$ cat src/rtl/mmio_serial_pkg.sv
package mmio_serial_pkg;

  localparam int BUS_W      = 32;
  localparam int ADDR_W     = 5;
  localparam int IDX_W      = 3;
  localparam int DIV_W      = 16;
  localparam int CTRL_W     = 13;
  localparam int BYTE_W     = 8;
  localparam int FRAME_BITS = BYTE_W + 2;
  localparam int FCNT_W     = $clog2(FRAME_BITS + 1);
  localparam int BIDX_W     = $clog2(BYTE_W);

  // register indices (address bits [4:2])
  localparam logic [IDX_W-1:0] IDX_RXD  = 3'd0;
  localparam logic [IDX_W-1:0] IDX_TXD  = 3'd1;
  localparam logic [IDX_W-1:0] IDX_STAT = 3'd2;
  localparam logic [IDX_W-1:0] IDX_CTRL = 3'd3;
  localparam logic [IDX_W-1:0] IDX_DIV  = 3'd4;
  localparam logic [IDX_W-1:0] IDX_EOP  = 3'd5;

  // status bit positions; control enables share them
  localparam int ST_PE   = 0;
  localparam int ST_FE   = 1;
  localparam int ST_BRK  = 2;
  localparam int ST_ROE  = 3;
  localparam int ST_TOE  = 4;
  localparam int ST_TMT  = 5;
  localparam int ST_TRDY = 6;
  localparam int ST_RRDY = 7;
  localparam int ST_ERR  = 8;
  localparam int ST_DCTS = 10;

  localparam logic [BUS_W-1:0] IRQ_MASK = 32'h0000_05FF;

  typedef struct packed {
    logic              txLoad;
    logic [BYTE_W-1:0] txByte;
  } ctrlStrobe_t;

  typedef struct packed {
    logic              rxDone;
    logic [BYTE_W-1:0] rxByte;
    logic              rxStopBad;
    logic              txBusy;
  } dpEvent_t;

  typedef enum logic [2:0] {
    RX_IDLE,
    RX_START,
    RX_DATA,
    RX_STOP,
    RX_RELEASE
  } rxState_t;

endpackage

$ cat src/rtl/mmio_serial_ctrl.sv
module mmio_serial_ctrl
  import mmio_serial_pkg::*;
#(
  parameter int DIV_RESET = 15
) (
  input  logic              clk,
  input  logic              rstN,
  input  logic [ADDR_W-1:0] addr,
  input  logic              wrEn,
  input  logic              rdEn,
  input  logic [BUS_W-1:0]  wrData,
  output logic [BUS_W-1:0]  rdData,
  output logic              irq,
  output ctrlStrobe_t       strobe,
  output logic [DIV_W-1:0]  divisor,
  input  dpEvent_t          dpEvt
);

  logic [IDX_W-1:0]  idx;
  logic              unusedAddrLow;
  logic [BYTE_W-1:0] rxDataQ, txDataQ;
  logic [CTRL_W-1:0] ctrlQ;
  logic [DIV_W-1:0]  divQ;
  logic [BUS_W-1:0]  eopQ;
  logic              feQ, brkQ, roeQ, toeQ, rrdyQ;
  logic [BUS_W-1:0]  statusWord;
  logic [BUS_W-1:0]  ctrlWide;
  logic              wrTx, wrCtrl, wrDiv, wrEop;
  logic              rdRx, rdStat;

  assign idx           = addr[IDX_W+1:2];
  assign unusedAddrLow = ^addr[1:0];

  assign wrTx   = wrEn && (idx == IDX_TXD);
  assign wrCtrl = wrEn && (idx == IDX_CTRL);
  assign wrDiv  = wrEn && (idx == IDX_DIV);
  assign wrEop  = wrEn && (idx == IDX_EOP);
  assign rdRx   = rdEn && (idx == IDX_RXD);
  assign rdStat = rdEn && (idx == IDX_STAT);

  // status word assembly
  always_comb begin
    statusWord          = '0;
    statusWord[ST_FE]   = feQ;
    statusWord[ST_BRK]  = brkQ;
    statusWord[ST_ROE]  = roeQ;
    statusWord[ST_TOE]  = toeQ;
    statusWord[ST_TMT]  = !dpEvt.txBusy;
    statusWord[ST_TRDY] = !dpEvt.txBusy;
    statusWord[ST_RRDY] = rrdyQ;
    statusWord[ST_ERR]  = feQ | brkQ | roeQ | toeQ;
  end

  assign ctrlWide = {{(BUS_W-CTRL_W){1'b0}}, ctrlQ};
  assign irq      = |(statusWord & ctrlWide & IRQ_MASK);

  // strobes toward the datapath
  assign strobe.txLoad = wrTx && !dpEvt.txBusy;
  assign strobe.txByte = wrData[BYTE_W-1:0];
  assign divisor       = divQ;

  always_ff @(posedge clk) begin
    if (!rstN) begin
      rxDataQ <= '0;
      txDataQ <= '0;
      ctrlQ   <= '0;
      divQ    <= DIV_W'(DIV_RESET);
      eopQ    <= '0;
      feQ     <= 1'b0;
      brkQ    <= 1'b0;
      roeQ    <= 1'b0;
      toeQ    <= 1'b0;
      rrdyQ   <= 1'b0;
    end else begin
      if (wrCtrl) ctrlQ <= wrData[CTRL_W-1:0];
      if (wrDiv)  divQ  <= wrData[DIV_W-1:0];
      if (wrEop)  eopQ  <= wrData;
      if (strobe.txLoad) txDataQ <= wrData[BYTE_W-1:0];

      // read side effects first, new events override them
      if (rdStat) begin
        feQ  <= 1'b0;
        brkQ <= 1'b0;
        roeQ <= 1'b0;
        toeQ <= 1'b0;
      end
      if (rdRx) rrdyQ <= 1'b0;

      if (wrTx && dpEvt.txBusy) toeQ <= 1'b1;

      if (dpEvt.rxDone) begin
        if (rrdyQ && !rdRx) begin
          roeQ <= 1'b1;
        end else begin
          rxDataQ <= dpEvt.rxByte;
          rrdyQ   <= 1'b1;
        end
        if (dpEvt.rxStopBad) begin
          feQ <= 1'b1;
          if (dpEvt.rxByte == '0) brkQ <= 1'b1;
        end
      end
    end
  end

  always_comb begin
    case (idx)
      IDX_RXD:  rdData = {{(BUS_W-BYTE_W){1'b0}}, rxDataQ};
      IDX_TXD:  rdData = {{(BUS_W-BYTE_W){1'b0}}, txDataQ};
      IDX_STAT: rdData = statusWord;
      IDX_CTRL: rdData = ctrlWide;
      IDX_DIV:  rdData = {{(BUS_W-DIV_W){1'b0}}, divQ};
      IDX_EOP:  rdData = eopQ;
      default:  rdData = '0;
    endcase
  end

endmodule

$ cat src/rtl/mmio_serial_datapath.sv
module mmio_serial_datapath
  import mmio_serial_pkg::*;
#(
  parameter int SYNC_STAGES = 2
) (
  input  logic             clk,
  input  logic             rstN,
  input  ctrlStrobe_t      strobe,
  input  logic [DIV_W-1:0] divisor,
  input  logic             rxLine,
  output logic             txLine,
  output dpEvent_t         dpEvt
);

  // transmit shifter
  logic [FRAME_BITS-1:0] txShiftQ;
  logic [DIV_W-1:0]      txCntQ;
  logic [FCNT_W-1:0]     txBitsQ;
  logic                  txBusyQ;

  always_ff @(posedge clk) begin
    if (!rstN) begin
      txShiftQ <= '1;
      txCntQ   <= '0;
      txBitsQ  <= '0;
      txBusyQ  <= 1'b0;
    end else if (strobe.txLoad) begin
      txShiftQ <= {1'b1, strobe.txByte, 1'b0};
      txCntQ   <= divisor;
      txBitsQ  <= FCNT_W'(FRAME_BITS);
      txBusyQ  <= 1'b1;
    end else if (txBusyQ) begin
      if (txCntQ == '0) begin
        txShiftQ <= {1'b1, txShiftQ[FRAME_BITS-1:1]};
        txCntQ   <= divisor;
        txBitsQ  <= txBitsQ - 1'b1;
        if (txBitsQ == FCNT_W'(1)) txBusyQ <= 1'b0;
      end else begin
        txCntQ <= txCntQ - 1'b1;
      end
    end
  end

  assign txLine = txShiftQ[0];

  // input synchronizer
  logic [SYNC_STAGES-1:0] syncQ;
  logic                   rxBit;

  always_ff @(posedge clk) begin
    if (!rstN) syncQ <= '1;
    else       syncQ <= {syncQ[SYNC_STAGES-2:0], rxLine};
  end
  assign rxBit = syncQ[SYNC_STAGES-1];

  // receive sampler
  rxState_t          rxStateQ;
  logic [DIV_W-1:0]  rxCntQ;
  logic [BIDX_W-1:0] rxIdxQ;
  logic [BYTE_W-1:0] rxShiftQ;
  logic              rxDoneQ, rxBadQ;

  always_ff @(posedge clk) begin
    if (!rstN) begin
      rxStateQ <= RX_IDLE;
      rxCntQ   <= '0;
      rxIdxQ   <= '0;
      rxShiftQ <= '0;
      rxDoneQ  <= 1'b0;
      rxBadQ   <= 1'b0;
    end else begin
      rxDoneQ <= 1'b0;
      case (rxStateQ)
        RX_IDLE: begin
          if (!rxBit) begin
            rxStateQ <= RX_START;
            rxCntQ   <= divisor >> 1;
          end
        end
        RX_START: begin
          if (rxCntQ != '0) begin
            rxCntQ <= rxCntQ - 1'b1;
          end else if (!rxBit) begin
            rxStateQ <= RX_DATA;
            rxCntQ   <= divisor;
            rxIdxQ   <= '0;
          end else begin
            rxStateQ <= RX_IDLE;
          end
        end
        RX_DATA: begin
          if (rxCntQ != '0) begin
            rxCntQ <= rxCntQ - 1'b1;
          end else begin
            rxShiftQ <= {rxBit, rxShiftQ[BYTE_W-1:1]};
            rxCntQ   <= divisor;
            rxIdxQ   <= rxIdxQ + 1'b1;
            if (rxIdxQ == BIDX_W'(BYTE_W-1)) rxStateQ <= RX_STOP;
          end
        end
        RX_STOP: begin
          if (rxCntQ != '0) begin
            rxCntQ <= rxCntQ - 1'b1;
          end else begin
            rxDoneQ  <= 1'b1;
            rxBadQ   <= !rxBit;
            rxStateQ <= RX_RELEASE;
          end
        end
        RX_RELEASE: begin
          if (rxBit) rxStateQ <= RX_IDLE;
        end
        default: rxStateQ <= RX_IDLE;
      endcase
    end
  end

  assign dpEvt.rxDone    = rxDoneQ;
  assign dpEvt.rxByte    = rxShiftQ;
  assign dpEvt.rxStopBad = rxBadQ;
  assign dpEvt.txBusy    = txBusyQ;

endmodule

$ cat src/rtl/mmio_serial_port.sv
module mmio_serial_port
  import mmio_serial_pkg::*;
#(
  parameter int DIV_RESET   = 15,
  parameter int SYNC_STAGES = 2
) (
  input  logic              clk,
  input  logic              rstN,
  input  logic [ADDR_W-1:0] addr,
  input  logic              wrEn,
  input  logic              rdEn,
  input  logic [BUS_W-1:0]  wrData,
  output logic [BUS_W-1:0]  rdData,
  output logic              irq,
  input  logic              rxLine,
  output logic              txLine
);

  ctrlStrobe_t      strobe;
  dpEvent_t         dpEvt;
  logic [DIV_W-1:0] divisor;

  mmio_serial_ctrl #(.DIV_RESET(DIV_RESET)) u_ctrl (
    .clk(clk), .rstN(rstN), .addr(addr), .wrEn(wrEn), .rdEn(rdEn),
    .wrData(wrData), .rdData(rdData), .irq(irq),
    .strobe(strobe), .divisor(divisor), .dpEvt(dpEvt)
  );

  mmio_serial_datapath #(.SYNC_STAGES(SYNC_STAGES)) u_dp (
    .clk(clk), .rstN(rstN), .strobe(strobe), .divisor(divisor),
    .rxLine(rxLine), .txLine(txLine), .dpEvt(dpEvt)
  );

endmodule

$ cat config.mk
export PLATFORM = sky130hd
export DESIGN_NAME = mmio_serial_port
export DESIGN_NICKNAME = d
export VERILOG_FILES = /design/src/rtl/mmio_serial_pkg.sv /design/src/rtl/mmio_serial_ctrl.sv /design/src/rtl/mmio_serial_datapath.sv /design/src/rtl/mmio_serial_port.sv
export SDC_FILE = /design/constraint.sdc
export NUM_CORES = 1
export LEC_CHECK = 0
export ABC_CLOCK_PERIOD_IN_PS = 3600
export BUFFER_PORTS_ARGS = -buffer_cell sky130_fd_sc_hd__buf_2
export CORE_MARGIN = 2
export CORE_UTILIZATION = 35
export DETAILED_ROUTE_END_ITERATION = 12
export GPL_ROUTABILITY_DRIVEN = 0
export GPL_TIMING_DRIVEN = 0
export PLACE_DENSITY_LB_ADDON = 0.2
export SLEW_MARGIN = 20
export SYNTH_ARGS = -nofsm -noshare
export SYNTH_HDL_FRONTEND = slang
export SYNTH_SLANG_ARGS = --single-unit
export TNS_END_PERCENT = 10
$ cat constraint.sdc
create_clock -name clk -period 3.6 [get_ports clk]
set_input_delay 0 -clock clk [delete_from_list [all_inputs] [get_ports clk]]
set_output_delay 0 -clock clk [all_outputs]
set_load 0.01 [all_outputs]
==> impl_metrics.toml <==
[floorplanning]
core_sq_um = 20200
start_util = 0.357
rows = 52
die_h_um = 148
die_x_um = 148
die_area_sq_um = 21800
io_pins = 76

[clock_network]
cts_resized = 0
insertion_delay_ns = 0.43
post_cts_buffers = 0
clk_pin_slew_worst_paths_ns = 0.06
htree_levels = 4
clock_sinks = 146
cts_tree = "yes"
cts-hold-fix-buffers = 33
clock_path_buffers = 2
cts_buffers = 17
root_buffer = "clkbuf_16"

[global_routing]
grt_usage = 0.221
grt_max_degree = 17
globalRoute.totalOverflow = 0
antenna_found_initial = 0
grt_pass1_wl_um = 37800
grt_pass1_vias = 6769

[timing]
whs_ns = 0.0234
fin_crit_sh = 0.763
skew_ns = 0.00661
relSlewSlack = 0.352
min_period_ns = 2.75
tns_ns = 0
worst-slew-pin-transition_ns = 0.970
report.final.hold_viol_count = 0
finalSetupViolations = 0
report.final.slew_viol_count = 0
max_freq_mhz = 364
grt_setup_unrepaired = "false"

[cells_and_area]
n_antenna_cell = 0
nets = 1072
syn_to_final_growth_pct = 23.0
n_fill_cell = 1995
final_cells = 1307
most-common-layout-cells = "186 x nand2_1, 146 x dfxtp_1, 86 x a21oi_1"
multi_input_area_sq_um = 3980
mostFrequentLayoutCell = "nand2_1"
drive_gt1_frac = 0.147
final-seq-area_sq_um = 2920

[yosys]
postSynthCellCount = 899
syn_area_per_cell_sq_um = 8.04
synth_edf_count = 0
synthArstFlopShare = 0
syn-cell-area_sq_um = 7230
syn-num-nets = 947
ys_seq_elements = 146
yosysSeqAreaShare = 0.405
synth_cell_types = 71
yosys_warnings = 0
synth.largest_area_cell = "dfxtp_1"
synth_ff_type = "dfxtp_1"
yosys-top-cells-area = "dfxtp_1 40%, nand2_1 9.7%, a21oi_1 6.0%"
synth_top_area_frac = 0.405

[placement]
place_hpwl_um = 17100
placedCellCount = 1242
io_buffer_count = 73

[outcome]
status = "complete, no violations"

[detailed_routing]
drt_pre_antenna_iters = 5
viasPerCell = 5.44
vias = 7108
drt-initial-drc-count = 651
route.detailed.drc = 0
wl_per_cell_um = 18.2
wirelength_um = 23800
drtAntennaViolNets = 0

[power_and_ir_drop]
p_per_area_nw_per_um2 = 545
ir_drop_uv = 351
power.leakage_nw = 3.44

[worst_setup_path]
crit_path_start_kind = "flip-flop"
cp_max_fo = 10
worstPathRequired_ns = 3.90
reg2reg_slack_ns = 0.85
arrival_ns = 3.05
critPathCaptureType = "flip-flop"
path_class = "flip-flop to flip-flop"
r2r_cells = 8

[run]
cap_violations = 0

[worst_hold_path]
holdCritPathClass = "input pin to flip-flop"
hold_depth = 4
[Yosys cell counts (3+ instances only)]
master	number
clkbuf_1	47
nor3b_1	3
nor3_2	3
or2_2	4
a22oi_1	22
o22ai_1	17
mux2_2	9
nand3b_1	5
mux2i_1	37
nor2b_1	7
nand4_1	8
nor2_1	60
a31oi_1	7
a221oi_1	5
a21oi_1	86
nand3_1	20
inv_1	15
a32o_1	3
buf_2	7
xor2_1	3
nor3_1	23
and2_1	6
nand2b_1	8
and3_1	23
ha_1	6
o21ai_0	30
o211ai_1	8
o311ai_0	3
buf_4	3
xnor2_1	4
buf_1	7
or3_1	5
nor4_1	8
dfxtp_1	146
nand2_1	186
a211oi_1	7
a221o_1	9
o221ai_1	6
[metrics by stage]
stage / setup slack [ns] / power (mW) / area, sq um / util
floorplan: 1.55 / 2.62 / 7230 / -
global placement: 0.942 / 2.93 / 7930 / 0.392
detailed placement: 0.967 / 2.93 / 7930 / 0.392
CTS: 0.950 / 4.85 / 8880 / 0.439
global route: 0.717 / 5.06 / 8880 / 0.439
finish: 0.853 / 4.84 / 8880 / 0.439
[registers in the layout, indices dropped and copies added, names as in the netlist, 2 cells and up]
name and count:
u_dp.rxShiftQ 8, u_dp.syncQ 2, u_dp.txShiftQ 9, u_ctrl.eopQ 32, u_dp.rxStateQ 3, u_dp.txCntQ 16, u_dp.txBitsQ 4, u_ctrl.ctrlQ 13
u_dp.rxIdxQ 3, u_ctrl.divisor 16, u_ctrl.txDataQ 8, u_dp.rxCntQ 16, u_ctrl.rxDataQ 8
[worst max-delay path, stage by stage (launching register included)]
cell and delay, ns:
dfxtp_1 0.36, inv_1 0.10, ha_1 0.20, nor3b_2 0.45, nand3_2 0.31, clkbuf_1 0.33, nor3_1 0.56, mux2i_1 0.25
nor2_1 0.06
[routing by layer]
layer | vias up | wire length, um | part of all wire | track usage
met1 | 3353 | 10800 | 0.45 | 0.295
li1 | 3481 | - | - | -
met4 | 0 | 469 | 0.020 | 0.0688
met5 | - | 0 | 0 | 0
met3 | 38 | 1330 | 0.056 | 0.0417
met2 | 236 | 11200 | 0.47 | 0.363
[power breakdown]
part           internal (mW)  switching [mW]
logic                  0.443           0.742
clock network           1.14           0.758
registers               1.68          0.0761
[kinds of logic (layout without fill, tap and decap cells)]
family | after synthesis | count (layout) | synth area share
AND/OR/NAND/NOR | 386 | 386 | 0.258
buffers and inverters | 80 | 218 | 0.0454
adder cells (fa/ha/maj) | 6 | 6 | 0.0104
flip-flops | 146 | 146 | 0.405
AO/OA/AOI/OAI | 227 | 227 | 0.205
XOR/XNOR | 7 | 7 | 0.00849
multiplexers | 47 | 47 | 0.0684
[final timing paths]
path,start,to
min reg2reg,u_dp.syncQ[0],u_dp.syncQ[1]
max reg2reg,u_dp.rxCntQ[0],u_dp.rxBadQ
max,u_dp.rxCntQ[0],u_dp.rxBadQ
min,addr[3],u_ctrl.rrdyQ
[final cells by class]
type / instances / share of cell area
multi-input combinational: 673 / 0.447
sequential: 146 / 0.329
tap: 270 / 0.0380
clock buffer: 19 / 0.0510
clock inverter: 13 / 0.0194
buffer: 65 / 0.0306
inverter: 15 / 0.00634
timing repair buffer: 106 / 0.0783
(Power assumes the default switching activity.)
